===== src/rtl/errlog_pkg.sv =====
package errlog_pkg;
    localparam int WORD_W = 64;
    localparam int IDX_W  = 32;
    localparam int LEN_W  = 15;
    localparam int CNT_W  = 16;

    typedef enum logic [3:0] {
        ST_IDLE, ST_PTR, ST_DESC, ST_DATA, ST_DATA_OUT,
        ST_MAP, ST_SEL, ST_MBOX, ST_MBOX_OUT
    } seq_st_e;

    function automatic logic word_absent(input logic [WORD_W-1:0] w);
        return (w == '0) || (&w);
    endfunction
endpackage


===== src/rtl/errlog_field_dec.sv =====
module errlog_field_dec
    import errlog_pkg::*;
#(
    parameter int ADDR_W = 32
) (
    input  logic [WORD_W-1:0] word,
    input  logic [ADDR_W-1:0] unit,
    output logic              absent,
    output logic [ADDR_W-1:0] d_addr,
    output logic              d_rep,
    output logic [CNT_W-1:0]  d_cnt,
    output logic [7:0]        m_traps,
    output logic [7:0]        m_traces,
    output logic [15:0]       m_ents
);
    logic [LEN_W-1:0] len;

    always_comb begin
        absent   = word_absent(word);
        len      = word[38:24];
        d_rep    = word[39];
        d_addr   = unit | ADDR_W'(word[23:0]);
        // repeat mode counts reads, region mode counts bytes
        d_cnt    = d_rep ? CNT_W'(len) : CNT_W'(len >> 3);
        m_traps  = word[31:24];
        m_traces = word[23:16];
        m_ents   = word[15:0];
    end
endmodule


===== src/rtl/errlog_bus_mst.sv =====
module errlog_bus_mst
    import errlog_pkg::*;
#(
    parameter int ADDR_W = 32
) (
    input  logic              clk,
    input  logic              rst_n,
    input  logic              cmd_valid,
    input  logic              cmd_we,
    input  logic [ADDR_W-1:0] cmd_addr,
    input  logic [WORD_W-1:0] cmd_wdata,
    output logic              resp,
    output logic              bus_req,
    output logic              bus_we,
    output logic [ADDR_W-1:0] bus_addr,
    output logic [WORD_W-1:0] bus_wdata,
    input  logic              bus_ack
);
    typedef struct packed {
        logic              req;
        logic              we;
        logic [ADDR_W-1:0] addr;
        logic [WORD_W-1:0] wdata;
    } port_t;

    port_t port_d, port_q;

    always_comb begin
        port_d = port_q;
        if (!port_q.req && cmd_valid) begin
            port_d.req   = 1'b1;
            port_d.we    = cmd_we;
            port_d.addr  = cmd_addr;
            port_d.wdata = cmd_wdata;
        end else if (port_q.req && bus_ack) begin
            port_d.req = 1'b0;
        end
    end

    always_ff @(posedge clk) begin
        if (!rst_n) port_q <= '0;
        else        port_q <= port_d;
    end

    assign resp      = port_q.req && bus_ack;
    assign bus_req   = port_q.req;
    assign bus_we    = port_q.we;
    assign bus_addr  = port_q.addr;
    assign bus_wdata = port_q.wdata;

    // a pending access keeps its attributes until acknowledged
    p_req_hold_r8: assert property (@(posedge clk) disable iff (!rst_n)
        bus_req && !bus_ack |=> bus_req && $stable(bus_addr) && $stable(bus_we) && $stable(bus_wdata));
endmodule


===== src/rtl/errlog_dump_seq.sv =====
module errlog_dump_seq
    import errlog_pkg::*;
#(
    parameter int                ADDR_W    = 32,
    parameter int                NUM_RINGS = 8,
    parameter logic [ADDR_W-1:0] PTR_OFFS  = ADDR_W'('h40),
    parameter logic [ADDR_W-1:0] MAP_OFFS  = ADDR_W'('h80),
    parameter logic [ADDR_W-1:0] SEL_OFFS  = ADDR_W'('hC0),
    parameter logic [ADDR_W-1:0] MBOX_OFFS = ADDR_W'('hC8)
) (
    input  logic              clk,
    input  logic              rst_n,
    input  logic              start,
    input  logic [ADDR_W-1:0] unit_off,
    output logic              bus_req,
    output logic              bus_we,
    output logic [ADDR_W-1:0] bus_addr,
    output logic [WORD_W-1:0] bus_wdata,
    input  logic              bus_ack,
    input  logic [WORD_W-1:0] bus_rdata,
    output logic              rec_valid,
    input  logic              rec_ready,
    output logic [ADDR_W-1:0] rec_addr,
    output logic [IDX_W-1:0]  rec_idx,
    output logic [WORD_W-1:0] rec_val,
    output logic              done
);
    localparam int RING_W   = (NUM_RINGS > 1) ? $clog2(NUM_RINGS) : 1;
    localparam int STEP_SH  = 3;
    localparam logic [RING_W-1:0] LAST_RING = RING_W'(NUM_RINGS - 1);

    typedef struct packed {
        seq_st_e           st;
        logic [ADDR_W-1:0] unit;
        logic [ADDR_W-1:0] lptr;
        logic [ADDR_W-1:0] daddr;
        logic              rep;
        logic [CNT_W-1:0]  cnt;
        logic [CNT_W-1:0]  iter;
        logic [RING_W-1:0] ring;
        logic [7:0]        traps;
        logic [7:0]        traces;
        logic [7:0]        trace;
        logic [15:0]       ents;
        logic              rec_v;
        logic [ADDR_W-1:0] rec_a;
        logic [IDX_W-1:0]  rec_i;
        logic [WORD_W-1:0] rec_d;
        logic              done;
    } seq_t;

    seq_t seq_d, seq_q;

    logic              cmd_valid, cmd_we, resp;
    logic [ADDR_W-1:0] cmd_addr;
    logic [WORD_W-1:0] cmd_wdata;

    logic              w_absent, w_rep;
    logic [ADDR_W-1:0] w_addr;
    logic [CNT_W-1:0]  w_cnt;
    logic [7:0]        w_traps, w_traces;
    logic [15:0]       w_ents;

    logic [CNT_W-1:0]  next_iter, sel_cnt;
    logic [15:0]       sel_val;
    logic              ring_last, trace_last;

    errlog_bus_mst #(.ADDR_W(ADDR_W)) u_port (
        .clk(clk), .rst_n(rst_n),
        .cmd_valid(cmd_valid), .cmd_we(cmd_we), .cmd_addr(cmd_addr), .cmd_wdata(cmd_wdata),
        .resp(resp),
        .bus_req(bus_req), .bus_we(bus_we), .bus_addr(bus_addr), .bus_wdata(bus_wdata),
        .bus_ack(bus_ack)
    );

    errlog_field_dec #(.ADDR_W(ADDR_W)) u_dec (
        .word(bus_rdata), .unit(seq_q.unit),
        .absent(w_absent), .d_addr(w_addr), .d_rep(w_rep), .d_cnt(w_cnt),
        .m_traps(w_traps), .m_traces(w_traces), .m_ents(w_ents)
    );

    always_comb begin
        seq_d      = seq_q;
        seq_d.done = 1'b0;
        cmd_valid  = 1'b0;
        cmd_we     = 1'b0;
        cmd_addr   = '0;
        cmd_wdata  = '0;
        next_iter  = seq_q.iter + CNT_W'(1);
        ring_last  = (seq_q.ring == LAST_RING);
        trace_last = (seq_q.trace == seq_q.traces);
        sel_val    = {8'(seq_q.ring), seq_q.trace};
        sel_cnt    = (seq_q.trace == 8'd0) ? CNT_W'(seq_q.traps) : CNT_W'(seq_q.ents);

        case (seq_q.st)
            ST_IDLE: begin
                if (start) begin
                    seq_d.unit = unit_off;
                    seq_d.st   = ST_PTR;
                end
            end
            ST_PTR: begin
                cmd_valid = 1'b1;
                cmd_addr  = seq_q.unit | PTR_OFFS;
                if (resp) begin
                    if (w_absent) begin
                        seq_d.ring = '0;
                        seq_d.st   = ST_MAP;
                    end else begin
                        seq_d.lptr = seq_q.unit | bus_rdata[ADDR_W-1:0];
                        seq_d.st   = ST_DESC;
                    end
                end
            end
            ST_DESC: begin
                cmd_valid = 1'b1;
                cmd_addr  = seq_q.lptr;
                if (resp) begin
                    if (w_absent) begin
                        seq_d.ring = '0;
                        seq_d.st   = ST_MAP;
                    end else begin
                        seq_d.daddr = w_addr;
                        seq_d.rep   = w_rep;
                        seq_d.cnt   = w_cnt;
                        seq_d.iter  = '0;
                        seq_d.lptr  = seq_q.lptr + ADDR_W'(8);
                        seq_d.st    = (w_cnt == '0) ? ST_DESC : ST_DATA;
                    end
                end
            end
            ST_DATA: begin
                cmd_valid = 1'b1;
                cmd_addr  = seq_q.daddr;
                if (resp) begin
                    seq_d.rec_v = 1'b1;
                    seq_d.rec_a = seq_q.daddr;
                    seq_d.rec_i = seq_q.rep ? IDX_W'(seq_q.iter) : '0;
                    seq_d.rec_d = bus_rdata;
                    seq_d.st    = ST_DATA_OUT;
                end
            end
            ST_DATA_OUT: begin
                if (rec_ready) begin
                    seq_d.rec_v = 1'b0;
                    seq_d.iter  = next_iter;
                    if (!seq_q.rep) seq_d.daddr = seq_q.daddr + ADDR_W'(8);
                    seq_d.st    = (next_iter == seq_q.cnt) ? ST_DESC : ST_DATA;
                end
            end
            ST_MAP: begin
                cmd_valid = 1'b1;
                cmd_addr  = seq_q.unit | (MAP_OFFS + (ADDR_W'(seq_q.ring) << STEP_SH));
                if (resp) begin
                    if (w_absent) begin
                        if (ring_last) begin
                            seq_d.done = 1'b1;
                            seq_d.st   = ST_IDLE;
                        end else begin
                            seq_d.ring = seq_q.ring + RING_W'(1);
                        end
                    end else begin
                        seq_d.traps  = w_traps;
                        seq_d.traces = w_traces;
                        seq_d.ents   = w_ents;
                        seq_d.trace  = 8'd0;
                        seq_d.st     = ST_SEL;
                    end
                end
            end
            ST_SEL: begin
                cmd_valid = 1'b1;
                cmd_we    = 1'b1;
                cmd_addr  = seq_q.unit | SEL_OFFS;
                cmd_wdata = WORD_W'(sel_val);
                if (resp) begin
                    seq_d.cnt  = sel_cnt;
                    seq_d.iter = '0;
                    if (sel_cnt != '0) begin
                        seq_d.st = ST_MBOX;
                    end else if (!trace_last) begin
                        seq_d.trace = seq_q.trace + 8'd1;
                    end else if (ring_last) begin
                        seq_d.done = 1'b1;
                        seq_d.st   = ST_IDLE;
                    end else begin
                        seq_d.ring = seq_q.ring + RING_W'(1);
                        seq_d.st   = ST_MAP;
                    end
                end
            end
            ST_MBOX: begin
                cmd_valid = 1'b1;
                cmd_addr  = seq_q.unit | MBOX_OFFS;
                if (resp) begin
                    seq_d.rec_v = 1'b1;
                    seq_d.rec_a = seq_q.unit | MBOX_OFFS;
                    seq_d.rec_i = {sel_val, seq_q.iter[15:0]};
                    seq_d.rec_d = bus_rdata;
                    seq_d.st    = ST_MBOX_OUT;
                end
            end
            ST_MBOX_OUT: begin
                if (rec_ready) begin
                    seq_d.rec_v = 1'b0;
                    seq_d.iter  = next_iter;
                    if (next_iter != seq_q.cnt) begin
                        seq_d.st = ST_MBOX;
                    end else if (!trace_last) begin
                        seq_d.trace = seq_q.trace + 8'd1;
                        seq_d.st    = ST_SEL;
                    end else if (ring_last) begin
                        seq_d.done = 1'b1;
                        seq_d.st   = ST_IDLE;
                    end else begin
                        seq_d.ring = seq_q.ring + RING_W'(1);
                        seq_d.st   = ST_MAP;
                    end
                end
            end
            default: seq_d.st = ST_IDLE;
        endcase
    end

    always_ff @(posedge clk) begin
        if (!rst_n) seq_q <= '0;
        else        seq_q <= seq_d;
    end

    assign rec_valid = seq_q.rec_v;
    assign rec_addr  = seq_q.rec_a;
    assign rec_idx   = seq_q.rec_i;
    assign rec_val   = seq_q.rec_d;
    assign done      = seq_q.done;

    // a stalled record is held unchanged
    p_rec_hold_r9: assert property (@(posedge clk) disable iff (!rst_n)
        rec_valid && !rec_ready |=> rec_valid && $stable(rec_addr) && $stable(rec_idx) && $stable(rec_val));
    // the bus is quiet while a record waits for the consumer
    p_quiet_bus_r8: assert property (@(posedge clk) disable iff (!rst_n)
        rec_valid |-> !bus_req);
    // the selector register is the only write target
    p_wr_sel_only_r6: assert property (@(posedge clk) disable iff (!rst_n)
        bus_req && bus_we |-> bus_addr == (seq_q.unit | SEL_OFFS));
    // completion is a single-cycle pulse with nothing outstanding
    p_done_pulse_r10: assert property (@(posedge clk) disable iff (!rst_n)
        done |=> !done);
    p_done_quiet_r10: assert property (@(posedge clk) disable iff (!rst_n)
        done |-> !bus_req && !rec_valid);
    // a start during a dump leaves the captured unit offset alone
    p_start_ignored_r10: assert property (@(posedge clk) disable iff (!rst_n)
        (seq_q.st != ST_IDLE) && start |=> $stable(seq_q.unit));
endmodule


===== config.mk =====
export PLATFORM = sky130hd
export DESIGN_NAME = errlog_dump_seq
export DESIGN_NICKNAME = d
export VERILOG_FILES = /design/src/rtl/errlog_pkg.sv /design/src/rtl/errlog_field_dec.sv /design/src/rtl/errlog_bus_mst.sv /design/src/rtl/errlog_dump_seq.sv
export SDC_FILE = /design/constraint.sdc
export NUM_CORES = 1
export LEC_CHECK = 0
export ABC_CLOCK_PERIOD_IN_PS = 6100
export BUFFER_PORTS_ARGS = -buffer_cell sky130_fd_sc_hd__buf_2
export CAP_MARGIN = 20
export CORE_MARGIN = 3
export CORE_UTILIZATION = 43
export CTS_BUF_LIST = sky130_fd_sc_hd__clkbuf_8
export DETAILED_ROUTE_END_ITERATION = 8
export PLACE_DENSITY = 0.74
export SYNTH_ARGS = -nofsm -noshare
export SYNTH_HDL_FRONTEND = slang
export SYNTH_SLANG_ARGS = --single-unit

===== constraint.sdc =====
create_clock -name clk -period 6.1 [get_ports clk]
set_clock_uncertainty 0.05 [all_clocks]
set_input_delay 0 -clock clk [delete_from_list [all_inputs] [get_ports clk]]
set_output_delay 0 -clock clk [all_outputs]
set_load 0.005 [all_outputs]

=== Word-level counts from Yosys, hierarchy flattened ===
Cells that the tools add are included.

* Input port bits: 101
* Bits in registers: 404
* Logic and storage cells: 168
* Output and inout bits: 228

* Reductions and logical operators: 33
* Equality and inequality tests: 31
* Muxes and demuxes: 73
* $add $sub $neg: 6
* Bitwise logic cells: 4

{| class="wikitable"
|+ Operators by type and width
! operator !! count
|-
| two-way mux 129 bit || 2
|-
| one-hot mux 128 bit (2 select lines) || 1
|-
| one-hot mux 32 bit (6 select lines) || 1
|-
| two-way mux 32 bit || 4
|-
| one-hot mux 32 bit (2 select lines) || 2
|-
| two-way mux 100 bit || 1
|-
| two-way mux 97 bit || 1
|-
| adder 32 x 4 -> 32 bit, second input constant || 2
|-
| zero test 64 bit || 1
|-
| one-hot mux 16 bit (4 select lines) || 1
|-
| AND reduction 64 bit || 1
|-
| two-way mux 4 bit || 14
|-
| two-way mux 16 bit || 3
|-
| two-way mux 43 bit || 1
|-
| two-way mux 40 bit || 1
|-
| two-way mux 8 bit || 5
|-
| two-way mux 36 bit || 1
|-
| one-hot mux 4 bit (9 select lines) || 1
|-
| two-way mux 35 bit || 1
|-
| bitwise OR 32 x 24 -> 32 bit || 1
|-
| bitwise OR 32 bit || 1
|-
| bitwise OR 32 x 9 -> 32 bit || 1
|-
| one-hot mux 16 bit (2 select lines) || 1
|-
| two-way mux 3 bit || 10
|-
| 44 further kinds || 89
|}

=== Logic depth before layout (Yosys ltp) ===
* Depth after elaboration: 6
* Mapped depth: 10
* Depth with buffers taken out: 10

=== Hierarchy ===
From an unflattened synthesis, not the netlist that was laid out.

* Cell total of the unflattened synthesis: 2628
* Area total of the unflattened synthesis: 20370.8 um2

{| class="wikitable"
|+ By module, submodules not included
! module !! sequential area each (um2) !! area each (um2) !! cells an instance !! times used
|-
| errlog_dump_seq || 6025.8 || 15558.7 || 2075 || 1
|-
| errlog_bus_mst || 1961.9 || 3886.2 || 426 || 1
|-
| errlog_field_dec || 0.0 || 925.9 || 127 || 1
|}

=== Worst setup path after synthesis ===
No wires, ideal clock.

* Path type: reg2reg
* From: reg seq_q[173] (netlist bit)
* To: reg seq_q (netlist bit sel_val[2])
* Setup time: 0.070 ns
* Slack: 3.489 ns
* Clock period less this slack: 2.611 ns
* Buffers on the path: 0
* Arrival time: 2.492 ns
* Data required time: 5.980 ns
* Cell stages (with the launch flop): 10
* Cell sequence: dfxtp_1 ha_1 and3_1 nand4_1 xnor2_1 a2111oi_2 o2111a_2 o21ai_2 or4_1 a21oi_1

* Longest elaborated chain between the ends: 4

{| class="wikitable"
|+ RTL lines
! item !! line !! source
|-
| from (decl) || errlog_dump_seq.sv:52 || <nowiki>seq_t seq_d, seq_q;</nowiki>
|-
| from (signal assigned) || errlog_dump_seq.sv:227 || <nowiki>else seq_q <= seq_d;</nowiki>
|-
| adder 16 x 1 -> 16 bit || errlog_dump_seq.sv:89 || <nowiki>next_iter = seq_q.iter + CNT_W'(1);</nowiki>
|-
| != test 16 bit || errlog_dump_seq.sv:207 || <nowiki>if (next_iter != seq_q.cnt) begin</nowiki>
|-
| != test 2 bit (no source line) || -- ||
|-
| AND reduction 7 bit (no source line) || -- ||
|}

No other way between the ends.
A chain may end at the register's enable or synchronous reset.

=== Final worst setup path ===
* From: in bus_rdata[36]
* To: reg seq_q[211] (netlist bit)

* Longest elaborated chain between the ends: 4
* Elaborated cells on any way between the ends: 5
* Those cells by class: eq/ne (1); reduce/logical (4)

{| class="wikitable"
|+ RTL lines
! item !! line !! source
|-
| from (decl) || errlog_dump_seq.sv:20 || <nowiki>input logic [WORD_W-1:0] bus_rdata,</nowiki>
|-
| zero test 64 bit / AND reduction 64 bit (equally long branches) || errlog_pkg.sv:13 || <nowiki>return (w == '0) || (&w);</nowiki>
|-
| logical OR 1 bit (*) || errlog_pkg.sv:13 ||
|-
| != test 2 bit (no source line) (*) || -- ||
|-
| AND reduction 5 bit (no source line) (*) || -- ||
|}

Mark *: on every way between the ends. The rest lies on a longest branch, timed or not.

==> tab_implementation.tex <==
\begin{tabular}{lr}
\hline
Metric & Value \\
\hline
\multicolumn{2}{l}{\textbf{Run status}} \\
Run status & finished, violations left \\
Violations in the final reports & DRC \\
\multicolumn{2}{l}{\textbf{Setup path}} \\
Data arrival time of the worst path & 3.99 ns \\
Max Fanout on Critical Path & 36 \\
CP Class & in -> reg \\
Critical path capture point type & register \\
Worst Setup Start Kind & input port \\
Required time of the worst setup path & 6.63 ns \\
\multicolumn{2}{l}{\textbf{Global route}} \\
Pin count of the biggest net entering global routing & 165 \\
First-pass GRT wire length & 102.9 mm \\
Initial antenna violation count & 2 \\
Number of global-route vias before repair & 17649 \\
Overall track demand over capacity in global routing & 0.2958 \\
Congestion Overflow GR & 0 \\
\multicolumn{2}{l}{\textbf{Final layout}} \\
Utilization after layout & 0.5235 \\
Area added between synthesis and finish & 18.73\% \\
Antenna diodes & 0 \\
Final Instance Count excl. Fillers & 3035 \\
Number of nets in the finished design & 2567 \\
Fraction of layout cells with a size suffix above 1 & 0.1749 \\
\multicolumn{2}{l}{\textbf{Pwr}} \\
Int Power & 0.004511 W \\
Largest voltage drop on the vdd net & 0.2828 mV \\
Switching share of power & 0.3560 \\
Proportion of power drawn by the clock network & 0.341 \\
Reported leakage power & 8.272 nW \\
Pwr Density & 332.1 nW/um\^{}2 \\
Power dissipated by switching net loads & 0.002493 W \\
Part of the power in registers & 0.387 \\
Combinational cell fraction of total power & 0.272 \\
\multicolumn{2}{l}{\textbf{Timing}} \\
Ratio of final minimum period to clock period & 0.5665 \\
F\_max & 0.2894 GHz \\
Final-layout setup total negative slack & 0 ns \\
Final worst hold slack & 0.07634 ns \\
Number of max-slew violations in the final report & 0 \\
Total count of hold-check failures in the final report & 0 \\
Worst setup margin & 2.644 ns \\
Clock period minus final worst setup slack & 3.456 ns \\
Number of setup violations in the final report & 0 \\
Worst Tran Pin Value & 1.153 ns \\
Worst slew margin relative to its limit & 0.2288 \\
Unrepaired setup endpoints after global routing & false \\
\multicolumn{2}{l}{\textbf{Clocking}} \\
TritonCTS sink count & 346 \\
CTS tree & done \\
Latest clock arrival within the worst-skew pair & 0.66 ns \\
H-tree depth & 2 \\
Clock root buffer master & sky130\_fd\_sc\_hd\_\_clkbuf\_8 \\
Gates resized, CTS repair & 0 \\
Reg clk slew, reported paths & 0.07 ns \\
Max Root-Sink Buffers & 3 \\
Cts bufs inserted & 60 \\
Hold buffer count at CTS & 157 \\
Total setup buffers inserted after CTS & 0 \\
\multicolumn{2}{l}{\textbf{Place}} \\
Cell count after placement & 2765 \\
Placer's final routability congestion estimate & 0.9614 \\
Dpl ws & 2.500 ns \\
Number of port buffers & 270 \\
DP Wirelength & 44.84 mm \\
\multicolumn{2}{l}{\textbf{Detailed routing}} \\
Antenna Nets Post-Route & 0 \\
Detailed-route via count & 18241 \\
Post-route DRC violation count & 11 \\
WL per Instance & 22.54 microns \\
Detailed-route vias per instance & 6.010 \\
Initial drt markers & 2180 \\
Drt first pass iters & 9 \\
DRT Wirelength & 68.41 mm \\
\multicolumn{2}{l}{\textbf{Synth}} \\
Leading cell types by total area after synthesis & sky130\_fd\_sc\_hd\_\_dfxtp\_1 39\%, sky130\_fd\_sc\_hd\_\_buf\_4 8.0\%, sky130\_fd\_sc\_hd\_\_nand2\_1 7.3\%, sky130\_fd\_sc\_hd\_\_a21oi\_1 5.6\%, sky130\_fd\_sc\_hd\_\_nor2\_1 5.5\% \\
Post-synth cell types & 85 \\
Total of flip-flops plus latches after synthesis & 346 \\
Proportion of netlist area held by the largest area contributor & 0.3900 \\
Post-synth design cell area & 17760 sq um \\
Portion of the post-synthesis area used by sequential elements & 0.3900 \\
Syn Inst Count & 2235 \\
Count of flip-flops with a built-in enable after synthesis & 0 \\
Prevailing post-synth register cell & sky130\_fd\_sc\_hd\_\_dfxtp\_1 \\
Largest family of logic cells by synthesized area & simple AND/OR/NAND/NOR gates \\
Area share of and/or/nand/nor cells after synthesis & 0.2243 \\
Post-synthesis share of cell area spent on xor and xnor gates & 0.01677 \\
Async set-or-reset flop fraction in the synthesized netlist & 0 \\
Synth Area in Compound Gates & 0.2092 \\
Number of synthesis warnings & 0 \\
Fraction of the mapped netlist area in adder cells & 0.004790 \\
Most area-hungry cell type in the Yosys netlist & sky130\_fd\_sc\_hd\_\_dfxtp\_1 \\
Per-instance average area after synthesis & 7.947 sq um \\
Share of cell area taken by muxes after synthesis & 0.03431 \\
\multicolumn{2}{l}{\textbf{Floorplan}} \\
CORE AREA & 40280 sq um \\
Number of ports placed on the die boundary & 329 \\
X dimension of the die & 209.2 microns \\
DIE AREA & 43780 sq um \\
Starting utilization of the core area & 0.4409 \\
Standard-cell rows & 73 \\
Die span in y & 209.2 microns \\
\multicolumn{2}{l}{\textbf{Min path}} \\
Tightest Hold Check Type & in -> reg \\
\multicolumn{2}{l}{\textbf{Job}} \\
Max-cap viol count & 0 \\
\hline
\end{tabular}
-- metal layers --
| metal | global-route usage | vias to the layer above | wire length [microns] |
|---|---|---|---|
| met4 | 0.2074 | 0 | 5267 |
| met3 | 0.05630 | 309 | 5899 |
| li1 | - | 8204 | - |
| met5 | 0 | - | 0 |
| met2 | 0.4970 | 1081 | 32790 |
| met1 | 0.3384 | 8647 | 24460 |
-- cells in the final DEF, fill, tap and decap left out, types with 12 or more instances in the layout --
cell and n:
sky130_fd_sc_hd__a21oi_1 198, sky130_fd_sc_hd__xnor2_1 24, sky130_fd_sc_hd__a311oi_1 39, sky130_fd_sc_hd__or4_1 12
sky130_fd_sc_hd__a222oi_1 27, sky130_fd_sc_hd__nor4_1 30, sky130_fd_sc_hd__buf_2 270, sky130_fd_sc_hd__o31ai_1 12
sky130_fd_sc_hd__o21ai_0 81, sky130_fd_sc_hd__a22oi_1 23, sky130_fd_sc_hd__dlygate4sd3_1 157, sky130_fd_sc_hd__nand2_1 346
sky130_fd_sc_hd__nand3_1 66, sky130_fd_sc_hd__inv_1 39, sky130_fd_sc_hd__dfxtp_1 346, sky130_fd_sc_hd__nand4_1 34
sky130_fd_sc_hd__nor3_1 34, sky130_fd_sc_hd__buf_4 20, sky130_fd_sc_hd__mux2i_1 55, sky130_fd_sc_hd__and3_1 18
sky130_fd_sc_hd__nor2_1 258, sky130_fd_sc_hd__conb_1 58, sky130_fd_sc_hd__a211oi_1 55, sky130_fd_sc_hd__clkbuf_8 83
-- power by group through the flow --
stage | logic, W | clock network (W) | registers, W
detailed placement | 0.00168 | 0 | 0.00275
CTS | 0.00186 | 0.00243 | 0.00270
global route | 0.00207 | 0.00253 | 0.00273
floorplan | 0.00114 | 0 | 0.00265
finish | 0.00191 | 0.00239 | 0.00271
global placement | 0.00167 | 0 | 0.00274
-- registers in the layout, indices dropped and copies added (netlist names) --
register,cells
done,1
rec_addr,32
rec_idx,27
rec_val,64
rec_valid,1
sel_val,11
seq_q,165
u_port.bus_addr,32
u_port.bus_req,1
u_port.bus_wdata,11
u_port.bus_we,1
-- worst max-delay path, stage by stage --
cell                            delay [ns]
sky130_fd_sc_hd__dlygate4sd3_1        0.56
sky130_fd_sc_hd__buf_2                0.17
sky130_fd_sc_hd__or4_1                0.53
sky130_fd_sc_hd__nor4_2               0.47
sky130_fd_sc_hd__nand4_2              0.27
sky130_fd_sc_hd__o211ai_4             0.76
sky130_fd_sc_hd__nand2_2              0.66
sky130_fd_sc_hd__o21ai_0              0.29
sky130_fd_sc_hd__a22oi_1              0.11
sky130_fd_sc_hd__nor2_1               0.12
-- path summary, 6_finish.rpt --
kind / slack [ns] / to / depth (start not counted) / start
max: 2.64 / seq_q[211] / 10 / bus_rdata[36]
min: 0.08 / seq_q[302] / 6 / start
min reg2reg: 0.40 / u_port.bus_wdata[6] / 2 / u_port.bus_wdata[6]
max reg2reg: 2.75 / sel_val[4] / 8 / seq_q[305]
-- metrics by stage --
step           power (W)  instance area (sq um)
2_1_floorplan   0.003791                  17970
3_3_place_gp    0.004407                  18130
3_5_place_dp    0.004425                  18140
4_1_cts         0.006988                  21080
5_1_grt         0.007330                  21090
6_report        0.007004                  21090
-- synth_stat cells, types with 10 or more instances --
master                       n
sky130_fd_sc_hd__nand2_1   347
sky130_fd_sc_hd__dfxtp_1   346
sky130_fd_sc_hd__nor2_1    259
sky130_fd_sc_hd__a21oi_1   199
sky130_fd_sc_hd__buf_4     189
sky130_fd_sc_hd__clkbuf_1  124
sky130_fd_sc_hd__o21ai_0    81
sky130_fd_sc_hd__nand3_1    66
sky130_fd_sc_hd__a211oi_1   55
sky130_fd_sc_hd__mux2i_1    55
sky130_fd_sc_hd__a311oi_1   39
sky130_fd_sc_hd__nor3_1     38
sky130_fd_sc_hd__nand4_1    34
sky130_fd_sc_hd__nor4_1     31
sky130_fd_sc_hd__a222oi_1   27
sky130_fd_sc_hd__xnor2_1    24
sky130_fd_sc_hd__a22oi_1    23
sky130_fd_sc_hd__inv_1      21
sky130_fd_sc_hd__and3_1     18
sky130_fd_sc_hd__buf_2      18
sky130_fd_sc_hd__o31ai_1    12
sky130_fd_sc_hd__or4_1      12
sky130_fd_sc_hd__and2_1     10
sky130_fd_sc_hd__or3_1      10
sky130_fd_sc_hd__xor2_1     10
-- kinds of logic after synthesis --
logic type	Yosys count
mux	60
xor+xnor	34
simple gates	875
compound gates	549
other cells	1
flops	346
buf+inv	363
fa+ha+maj	7
-- cell type report --
class / instances / area [sq um]
fill: 3776 / 19190
tap: 525 / 656.9
clock inverter: 29 / 227.7
multi-input combinational: 1583 / 8962
sequential: 346 / 6927
inverter: 21 / 86.33
clock buffer: 83 / 1142
timing repair buffer: 448 / 3084
No activity file was read; power rests on OpenSTA's default activity.
